<file path="config.mk">
export PLATFORM = sky130hd
export DESIGN_NAME = ext_irq_unit
export DESIGN_NICKNAME = d
export VERILOG_FILES = /design/src/rtl/eiu_pkg.sv /design/src/rtl/eiu_sync.sv /design/src/rtl/eiu_line.sv /design/src/rtl/eiu_regs.sv /design/src/rtl/ext_irq_unit.sv
export SDC_FILE = /design/constraint.sdc
export NUM_CORES = 1
export LEC_CHECK = 0
export ABC_AREA = 1
export BUFFER_PORTS_ARGS = -buffer_cell sky130_fd_sc_hd__buf_2
export CAP_MARGIN = 20
export CELL_PAD_IN_SITES_DETAIL_PLACEMENT = 1
export CELL_PAD_IN_SITES_GLOBAL_PLACEMENT = 2
export CORE_UTILIZATION = 36
export DETAILED_ROUTE_END_ITERATION = 8
export GPL_TIMING_DRIVEN = 0
export PLACE_DENSITY = 0.85
export SETUP_SLACK_MARGIN = 0.3
export SYNTH_ARGS = -nofsm -noshare
export SYNTH_HDL_FRONTEND = slang
export SYNTH_SLANG_ARGS = --single-unit
export TNS_END_PERCENT = 10
</file>
<file path="constraint.sdc">
create_clock -name clk -period 2 [get_ports clk]
set_input_delay 0.4 -clock clk [delete_from_list [all_inputs] [get_ports clk]]
set_output_delay 0.4 -clock clk [all_outputs]
set_load 0.01 [all_outputs]
</file>
<file path="src/rtl/eiu_pkg.sv">
package eiu_pkg;

    typedef enum logic {
        LN_IDLE    = 1'b0,
        LN_PENDING = 1'b1
    } line_state_e;

    typedef enum logic [2:0] {
        W_MASK  = 3'd0,
        W_SEL   = 3'd1,
        W_MSTAT = 3'd2,
        W_RAW   = 3'd3,
        W_CLR   = 3'd4,
        W_POL   = 3'd5,
        W_SENSE = 3'd6,
        W_SPARE = 3'd7
    } word_e;

endpackage

</file>
<file path="src/rtl/eiu_sync.sv">
module eiu_sync #(
    parameter int WIDTH  = 32,
    parameter int STAGES = 2
) (
    input  logic             clk,
    input  logic             rst_n,
    input  logic [WIDTH-1:0] async_i,
    output logic [WIDTH-1:0] sync_o
);
    logic [WIDTH-1:0] stage_q [STAGES];

    for (genvar s = 0; s < STAGES; s++) begin : g_stage
        always_ff @(posedge clk or negedge rst_n) begin
            if (!rst_n) begin
                stage_q[s] <= '0;
            end else if (s == 0) begin
                stage_q[s] <= async_i;
            end else begin
                stage_q[s] <= stage_q[(s == 0) ? 0 : s-1];
            end
        end
    end

    assign sync_o = stage_q[STAGES-1];
endmodule

</file>
<file path="src/rtl/eiu_line.sv">
module eiu_line
    import eiu_pkg::*;
(
    input  logic clk,
    input  logic rst_n,
    input  logic sync_in,
    input  logic pol,
    input  logic sense,
    input  logic clr,
    output logic req
);
    line_state_e state_q, state_d;
    logic prev_q;
    logic active, was_active, hit;

    always_ff @(posedge clk or negedge rst_n) begin
        if (!rst_n) prev_q <= 1'b0;
        else        prev_q <= sync_in;
    end

    always_comb begin
        active     = pol ? sync_in : ~sync_in;
        was_active = pol ? prev_q  : ~prev_q;
        hit        = sense ? (active & ~was_active) : active;
    end

    always_comb begin
        state_d = state_q;
        unique case (state_q)
            LN_IDLE:    if (hit)         state_d = LN_PENDING;
            LN_PENDING: if (clr && !hit) state_d = LN_IDLE;
        endcase
    end

    always_ff @(posedge clk or negedge rst_n) begin
        if (!rst_n) state_q <= LN_IDLE;
        else        state_q <= state_d;
    end

    always_comb req = (state_q == LN_PENDING);

    a_r3_request_sticky: assert property (@(posedge clk) disable iff (!rst_n)
        (req && !clr) |=> req);
    a_r8_level_clear_ignored: assert property (@(posedge clk) disable iff (!rst_n)
        (!sense && active && clr) |=> req);
    a_r12_event_beats_clear: assert property (@(posedge clk) disable iff (!rst_n)
        (hit && clr) |=> req);
    a_r7_clear_releases: assert property (@(posedge clk) disable iff (!rst_n)
        (req && clr && !hit) |=> !req);
    a_r5_no_spurious_set: assert property (@(posedge clk) disable iff (!rst_n)
        (!req && !hit) |=> !req);
endmodule

</file>
<file path="src/rtl/eiu_regs.sv">
module eiu_regs
    import eiu_pkg::*;
#(
    parameter int NLINES = 32
) (
    input  logic              clk,
    input  logic              rst_n,
    input  logic              reg_valid,
    input  logic              reg_write,
    input  logic [4:0]        reg_addr,
    input  logic [NLINES-1:0] reg_wdata,
    output logic [NLINES-1:0] reg_rdata,
    input  logic [NLINES-1:0] raw_i,
    output logic [NLINES-1:0] mask_o,
    output logic [NLINES-1:0] pol_o,
    output logic [NLINES-1:0] sense_o,
    output logic [NLINES-1:0] clr_o
);
    logic [NLINES-1:0] mask_q, sel_q, pol_q, sense_q, spare_q;
    word_e             word;
    logic              wr_en, rd_en;
    wire               unused_lsb = &{1'b0, reg_addr[1:0]};

    always_comb begin
        word  = word_e'(reg_addr[4:2]);
        wr_en = reg_valid && reg_write;
        rd_en = reg_valid && !reg_write;
    end

    always_ff @(posedge clk or negedge rst_n) begin
        if (!rst_n) begin
            mask_q  <= '1;
            sel_q   <= '0;
            pol_q   <= '0;
            sense_q <= '0;
            spare_q <= '0;
        end else if (wr_en) begin
            unique case (word)
                W_MASK:  mask_q  <= reg_wdata;
                W_SEL:   sel_q   <= reg_wdata;
                W_POL:   pol_q   <= reg_wdata;
                W_SENSE: sense_q <= reg_wdata;
                W_SPARE: spare_q <= reg_wdata;
                W_MSTAT, W_RAW, W_CLR: ;
            endcase
        end
    end

    always_comb begin
        reg_rdata = '0;
        if (rd_en) begin
            unique case (word)
                W_MASK:  reg_rdata = mask_q;
                W_SEL:   reg_rdata = sel_q;
                W_MSTAT: reg_rdata = raw_i & ~mask_q;
                W_RAW:   reg_rdata = raw_i;
                W_CLR:   reg_rdata = '0;
                W_POL:   reg_rdata = pol_q;
                W_SENSE: reg_rdata = sense_q;
                W_SPARE: reg_rdata = spare_q;
            endcase
        end
    end

    always_comb begin
        clr_o   = (wr_en && word == W_CLR) ? reg_wdata : '0;
        mask_o  = mask_q;
        pol_o   = pol_q;
        sense_o = sense_q;
    end

    a_r2_clear_word_reads_zero: assert property (@(posedge clk) disable iff (!rst_n)
        (rd_en && word == W_CLR) |-> (reg_rdata == '0));
    a_r9_mask_write_lands: assert property (@(posedge clk) disable iff (!rst_n)
        (wr_en && word == W_MASK) |=> (mask_o == $past(reg_wdata)));
    a_r2_readonly_write_inert: assert property (@(posedge clk) disable iff (!rst_n)
        (wr_en && (word == W_RAW || word == W_MSTAT)) |=>
        ($stable(mask_o) && $stable(pol_o) && $stable(sense_o)));
endmodule

</file>
<file path="src/rtl/ext_irq_unit.sv">
module ext_irq_unit #(
    parameter int NLINES = 32
) (
    input  logic              clk,
    input  logic              rst_n,
    input  logic [NLINES-1:0] irq_in,
    input  logic              reg_valid,
    input  logic              reg_write,
    input  logic [4:0]        reg_addr,
    input  logic [NLINES-1:0] reg_wdata,
    output logic [NLINES-1:0] reg_rdata,
    output logic [NLINES-1:0] irq_out
);
    localparam int SYNC_STAGES = 2;

    logic [NLINES-1:0] synced, raw, mask, pol, sense, clr;

    eiu_sync #(.WIDTH(NLINES), .STAGES(SYNC_STAGES)) u_sync (
        .clk     (clk),
        .rst_n   (rst_n),
        .async_i (irq_in),
        .sync_o  (synced)
    );

    for (genvar i = 0; i < NLINES; i++) begin : g_line
        eiu_line u_line (
            .clk     (clk),
            .rst_n   (rst_n),
            .sync_in (synced[i]),
            .pol     (pol[i]),
            .sense   (sense[i]),
            .clr     (clr[i]),
            .req     (raw[i])
        );
    end

    eiu_regs #(.NLINES(NLINES)) u_regs (
        .clk       (clk),
        .rst_n     (rst_n),
        .reg_valid (reg_valid),
        .reg_write (reg_write),
        .reg_addr  (reg_addr),
        .reg_wdata (reg_wdata),
        .reg_rdata (reg_rdata),
        .raw_i     (raw),
        .mask_o    (mask),
        .pol_o     (pol),
        .sense_o   (sense),
        .clr_o     (clr)
    );

    assign irq_out = raw & ~mask;

    a_r9_masked_line_quiet: assert property (@(posedge clk) disable iff (!rst_n)
        (irq_out & mask) == '0);
endmodule

</file>
==> results of run 1 <==
==> area by class of cell <==
type,instances,area [µm²]
Tap cell,455,569
Clock buffer,52,1030
Clock inverter,8,115
Multi-Input combinational cell,976,4800
Sequential cell,288,7250
Timing Repair Buffer,197,1380
Inverter,149,574
Fill cell,4082,18200
Buffer,75,599
==> flip-flops by register name, indices dropped and copies added (netlist names) <==
signal,cells
g_line.u_line.prev_q,32
g_line.u_line.req,32
u_regs.mask_o,32
u_regs.pol_o,32
u_regs.sel_q,32
u_regs.sense_o,32
u_regs.spare_q,32
u_sync.stage_q,32
u_sync.sync_o,32
==> through the flow <==
stage	setup TNS [ns]	power (mW)	hold slack, ns
floorplan	0	8.69	0.104
CTS	-0.314	16.5	-0.110
detailed placement	-31.31	9.75	0.336
global route	-1.52	17.3	-0.0863
finish	-0.100	16.5	-0.136
global placement	-1438.35	9.58	0.333
==> routing by layer <==
metal / share of wire (%) / up-vias / track usage (%)
met2: 48 / 335 / 44.7
met4: 3.1 / 0 / 9.43
met1: 42 / 5776 / 35.3
li1: - / 5301 / -
met5: 0 / - / 0
met3: 6.5 / 98 / 4.97
==> worst register-to-register path: cells and delay by family (launching register included) <==
| family | cells | cell delay, ns |
|---|---|---|
| simple gates | 1 | 0.06 |
| buf+inv | 1 | 0.12 |
| compound gates | 1 | 0.11 |
| flops | 1 | 0.56 |
==> power groups by stage <==
stage	registers (mW)	clock network, mW	logic (mW)
2_1_floorplan	7.24	0	1.45
3_3_place_gp	7.39	0	2.19
3_5_place_dp	7.43	0	2.32
4_1_cts	7.37	6.54	2.60
5_1_grt	7.51	6.76	3.00
6_report	7.39	6.43	2.67
==> worst max-delay path by stage <==
stage | startpoint | end | slack (ns) | cells after the start
5_1_grt | g_line[4].u_line.req | reg_rdata[4] | -0.11 | 7
4_1_cts | g_line[30].u_line.req | reg_rdata[30] | -0.06 | 6
6_report | reg_addr[3] | reg_rdata[31] | -0.03 | 10
3_3_place_gp | rst_n | u_sync.stage_q[39] | -5.16 | 1
2_1_floorplan | reg_addr[2] | reg_rdata[13] | 0.29 | 8
3_5_place_dp | reg_valid | reg_rdata[8] | -0.56 | 7
==> logic make-up (layout without fill, tap and decap cells) <==
logic type      Yosys count  count (layout)  synth area share [%]
buf+inv                 224             481                  7.63
simple gates            695             695                  23.8
compound gates          281             281                  11.1
flops                   288             288                  57.4
==> cells in the final DEF, fill, tap and decap left out, types with 3 or more instances in the layout <==
master	netlist	routed
clkbuf_1	23	19
buf_12	0	5
buf_8	0	5
inv_1	144	138
buf_2	38	148
buf_16	0	3
nor2_4	5	21
dlygate4sd3_1	0	32
a21oi_1	35	15
nand2_2	3	7
clkbuf_8	0	5
o21ai_1	95	97
dfrtp_1	256	256
clkinv_2	0	5
a21oi_2	0	20
clkbuf_2	0	3
bufinv_16	0	3
buf_6	5	28
nor2_2	0	49
o21ai_0	151	149
inv_2	2	8
nor2_1	196	131
nand4_1	42	42
nand3_2	2	8
dfstp_2	32	32
clkbuf_4	0	6
buf_4	8	33
nand3_4	3	4
nand3_1	137	130
clkbuf_16	0	37
nand2_1	304	300
==> timing repair <==
item / 4_1_cts / 5_1_grt
resized for setup: 134 / 48
buffers inserted: 23 / 8
endpoints found under the hold margin: 107 / 75
pin swaps: 53 / 26
setup endpoints to repair: 69 / 58
==> impl_metrics.csv, run 1 <==
group,metric,value,unit
run_status,status,"complete, but fails checks",
run_status,violations,"negative hold slack, negative setup slack",
clock_network,clock-root-buffer,"clkbuf_16",
grt,grt_pass1_vias,12100,
grt,grt_start_max_net_pins,81,
logic_synthesis,ys_top_cells_by_area,"dfrtp_1 51%, nand2_1 9.0%, dfstp_2 6.7%",
logic_synthesis,yosysWarnings,0,
logic_synthesis,yosysMostFrequentCell,"nand2_1",
logic_synthesis,synth_edf_count,0,
grt,grt.overflow.total,0,
routing,drt_wl_total,47400,µm
routing,vias,11500,
routing,firstDrtPassIters,5,
pwr,power_frac_clock,39.0,%
place,routabilityCongestion,0.820,
sta,slew_violations,0,
logic_synthesis,synth_nets,1561,
worst_setup_path,cpMostUsedCell,"buf_12",
worst_setup_path,crit_buf_inv,5,
worst_setup_path,cp_data_arrival_time,1.63,ns
pwr,swShare,28.6,%
clock_network,clockBufferDepth,3,
worst_setup_path,ff2ff_setup_slack,1.08,ns
grt,antenna_found_initial,0,
place,dp_hpwl,31400,µm
place,place_inst,2077,
final_layout,fin_cells,2200,
final_layout,fin_util,47.2,%
grt,grtUsageTotal,27.0,%
logic_synthesis,synthTopCellsByCount,"304 x nand2_1, 256 x dfrtp_1, 196 x nor2_1",
sta,skew,0.0106,ns
final_layout,drive_above_1_share,25.0,%
worst_setup_path,slowest_delay,0.20,ns
worst_setup_path,slowest_stage,"a21oi_2",
worst_setup_path,cp_max_fo,10,
logic_synthesis,syn_inst,1488,
logic_synthesis,synth-seq-cells,288,
logic_synthesis,synth_largest_area_cell,"dfrtp_1",
job,cap_violations,0,
sta,whs,-0.136,ns
logic_synthesis,yosysSeqAreaShare,57.4,%
clock_network,clkTransAtPathRegs,0.06,ns
grt,grt_pass1_wl,72300,µm
final_layout,num_antenna_cells,0,
place,detailedPlace.worstSlack,-0.556,ns
logic_synthesis,async_flop_share,100,%
worst_setup_path,r2r-end,"u_regs.mask_o[25]",
sta,period_share,102,%
floorplan,fp-row-count,68,
floorplan,die_width,189,µm
pwr,peakVddDrop,0.608,mV
routing,via_per_inst,5.23,
logic_synthesis,syn_area,12600,µm²
floorplan,start_util,36.6,%
sta,slew_headroom,37.6,%
logic_synthesis,yosys.area.top_type_share,50.7,%
sta,min_period,2.03,ns
floorplan,core-area,34500,µm²
sta,max_freq,0.492,GHz
pwr,p_comb_share,16.2,%
sta,finalSetupViolCount,5,
logic_synthesis,yosysUniqueCellTypes,24,
pwr,internal_power,11.8,mW
worst_setup_path,regToRegStartpoint,"u_regs.mask_o[25]",
clock_network,ctsHoldBuffers,32,
floorplan,dieArea,35800,µm²
sta,rsz0062_at_grt,"true",
clock_network,h-tree-depth,2,
sta,worst_pin_slew,0.935,ns
sta,final_hold_viol_count,75,
pwr,leakage,7.80,nW
logic_synthesis,synthFlopType,"dfrtp_1",
sta,setup_ws,-0.0324,ns
clock_network,cts_sinks,288,
floorplan,die_h,189,µm
clock_network,clk_latency,0.52,ns
clock_network,cts_buffers,34,
final_layout,final_nets,1794,
place,port_buffers,131,
worst_setup_path,start_kind,"primary input",
worst_setup_path,r2r_cells,3,
place,placed_cell_area,14100,µm²
routing,drc_errors,0,
worst_setup_path,cp_cell_sequence,"buf_8 -> inv_6 -> nor2_4 -> buf_12 -> buf_12 -> nand3_2 -> nand2_2 -> nor2_2 -> a21oi_2 -> buf_2",
pwr,seq_power_share,44.8,%
worst_setup_path,worst_path_dominant_cell_family,"buffers and inverters",
routing,first_iter_violations,664,
worst_setup_path,criticalPathCategory,"in -> out",
clock_network,cts_tree,"built",
routing,wl_per_cell,21.5,µm
worst_setup_path,critPathCaptureType,"output port",
routing,ant_nets,0,
logic_synthesis,synth.avg_cell_area,8.49,µm²
final_layout,fin_area,16300,µm²
floorplan,ioPinCount,137,
min_path,hp-class,"in -> async",
worst_setup_path,crit_required,1.60,ns
pwr,p_sw,4.72,mW
final_layout,syn_to_final_growth,29.2,%
pwr,power_density,1010,nW/µm²
(Power assumes the default switching activity.)
==> run 2, diff against run 1 <==
--- a/config.mk
+++ b/config.mk
@@ -10,10 +10,10 @@
 export CAP_MARGIN = 20
 export CELL_PAD_IN_SITES_DETAIL_PLACEMENT = 1
 export CELL_PAD_IN_SITES_GLOBAL_PLACEMENT = 2
-export CORE_UTILIZATION = 36
+export CORE_UTILIZATION = 35
 export DETAILED_ROUTE_END_ITERATION = 8
 export GPL_TIMING_DRIVEN = 0
-export PLACE_DENSITY = 0.85
+export PLACE_DENSITY = 0.83
 export SETUP_SLACK_MARGIN = 0.3
 export SYNTH_ARGS = -nofsm -noshare
 export SYNTH_HDL_FRONTEND = slang
==> run 2 against run 1 <==
The run ends with negative setup slack left; global-route usage fell by 0.072 points; clock skew decreased by 0.0025 ns; first-iteration DRC count up 4.4%.
==> impl_metrics.csv, run 2 (same netlist as run 1, synthesis figures left out) <==
group,metric,value,unit
run_status,status,"complete, but fails checks",
run_status,violations,"negative setup slack",
sta,worst_pin_slew,0.907,ns
worst_setup_path,ff2ff_setup_slack,1.07,ns
grt,antenna_found_initial,0,
worst_setup_path,criticalPathCategory,"reg -> out",
grt,grt_pass1_vias,12000,
job,cap_violations,0,
sta,setup_ws,-0.0524,ns
sta,slew_violations,0,
final_layout,drive_above_1_share,26.5,%
place,routabilityCongestion,0.816,
routing,drc_errors,0,
clock_network,clkTransAtPathRegs,0.06,ns
final_layout,num_antenna_cells,0,
final_layout,syn_to_final_growth,31.4,%
floorplan,core-area,35600,µm²
final_layout,fin_util,46.6,%
min_path,hp-class,"in -> reg",
place,place_inst,2082,
pwr,leakage,7.91,nW
min_path,hold_path_end,"u_regs.spare_q[11]",
sta,final_hold_viol_count,0,
sta,max_freq,0.487,GHz
routing,vias,11600,
final_layout,fillers,4202,
worst_setup_path,regToRegStartpoint,"g_line[25].u_line.req",
worst_setup_path,crit_required,1.60,ns
floorplan,die_h,192,µm
floorplan,die_width,192,µm
grt,grtUsageTotal,26.9,%
grt,grt_pass1_wl,73000,µm
worst_setup_path,slowest_delay,0.37,ns
worst_setup_path,slowest_stage,"dfrtp_1",
clock_network,h-tree-depth,2,
worst_setup_path,cp_max_fo,2,
sta,finalSetupViolCount,5,
sta,skew,0.00804,ns
sta,whs,0.111,ns
place,placed_cell_area,14100,µm²
routing,wl_per_cell,21.8,µm
worst_setup_path,cp_cell_sequence,"inv_2 -> nor2_4 -> nand3_2 -> nand2_1 -> nor2_2 -> a21oi_2 -> buf_2",
min_path,min-delay-start,"reg_wdata[11]",
sta,slew_headroom,39.5,%
min_path,hold_path_depth,3,
clock_network,clk_latency,0.53,ns
clock_network,cts_sinks,288,
routing,firstDrtPassIters,7,
routing,first_iter_violations,693,
clock_network,clockBufferDepth,3,
routing,via_per_inst,5.23,
pwr,power_density,1000,nW/µm²
final_layout,fin_cells,2225,
final_layout,regArea,7250,µm²
floorplan,fp-row-count,69,
routing,ant_nets,0,
place,port_buffers,131,
sta,period_share,103,%
clock_network,clock-root-buffer,"clkbuf_16",
final_layout,final_cell_mix,"298 x nand2_1, 256 x dfrtp_1, 146 x o21ai_0, 138 x buf_2, 133 x inv_1",
worst_setup_path,critPathCaptureType,"output port",
final_layout,final_nets,1812,
final_layout,fin_area,16600,µm²
pwr,peakVddDrop,0.578,mV
final_layout,multi_input_area,4840,µm²
final_layout,layout_commonest_cell,"nand2_1",
floorplan,dieArea,36800,µm²
sta,rsz0062_at_grt,"true",
clock_network,cts_buffers,35,
sta,min_period,2.05,ns
worst_setup_path,start_kind,"register",
grt,grt_start_max_net_pins,105,
clock_network,cts_tree,"built",
floorplan,start_util,35.5,%
worst_setup_path,cp_data_arrival_time,1.65,ns
floorplan,ioPinCount,137,
pwr,finalPower,16.6,mW
routing,drt_wl_total,48400,µm
grt,grt.overflow.total,0,
worst_setup_path,r2r_cells,3,
worst_setup_path,r2r-end,"g_line[25].u_line.req",
place,dp_hpwl,31400,µm
==> run 2: final cells by class <==
class | instances | area share, %
buffer | 75 | 3.67
multi-input combinational | 976 | 29.2
clock buffer | 57 | 6.58
clock inverter | 5 | 0.302
tap | 461 | 3.48
inverter | 149 | 3.46
sequential | 288 | 43.7
timing repair buffer | 214 | 9.65
==> run 2: worst max-delay path by stage <==
stage,from,to,slack (ns),cells past startpoint
6_report,g_line[31].u_line.req,reg_rdata[31],-0.05,7
5_1_grt,g_line[31].u_line.req,reg_rdata[31],-0.09,7
4_1_cts,g_line[30].u_line.req,reg_rdata[30],-0.07,6
3_5_place_dp,reg_write,reg_rdata[30],-0.53,6
3_3_place_gp,rst_n,u_sync.stage_q[42],-5.15,1
2_1_floorplan,reg_addr[2],reg_rdata[13],0.29,8
==> run 2: critical path: cells and delay by family (launching register included) <==
| kind | cells | cell delay (ns) |
|---|---|---|
| and+or+nand+nor | 4 | 0.32 |
| buffers and inverters | 2 | 0.23 |
| DFF | 1 | 0.37 |
| AOI/OAI and AO/OA | 1 | 0.21 |
==> run 2: metal layers <==
layer,track usage (%),share of wire [%]
met5,0,0
met4,8.21,2.5
met3,4.18,5.4
met2,44.3,49
met1,36.2,43
==> run 2: power breakdown <==
part           switching (mW)  internal, mW  total, mW
logic                    1.60          1.21       2.81
clock network            2.53          3.85       6.37
registers               0.679          6.74       7.41
==> run 2: repair_timing <==
action / CTS / global route
setup buffers: 27 / 19
hold endpoints to repair: 121 / 0
hold buffers: 33 / 0
endpoints found under the setup margin: 69 / 149
cloned: 0 / 2
resized for setup: 126 / 97
pin swaps: 45 / 53
==> run 2: per-stage QoR <==
step	setup WS, ns	setup TNS (ns)
after CTS	-0.0657	-0.458
after global routing	-0.0850	-1.48
after floorplan	0.292	0
final	-0.0524	-0.106
after detailed placement	-0.526	-24.66
after global placement	-5.15	-1437.13
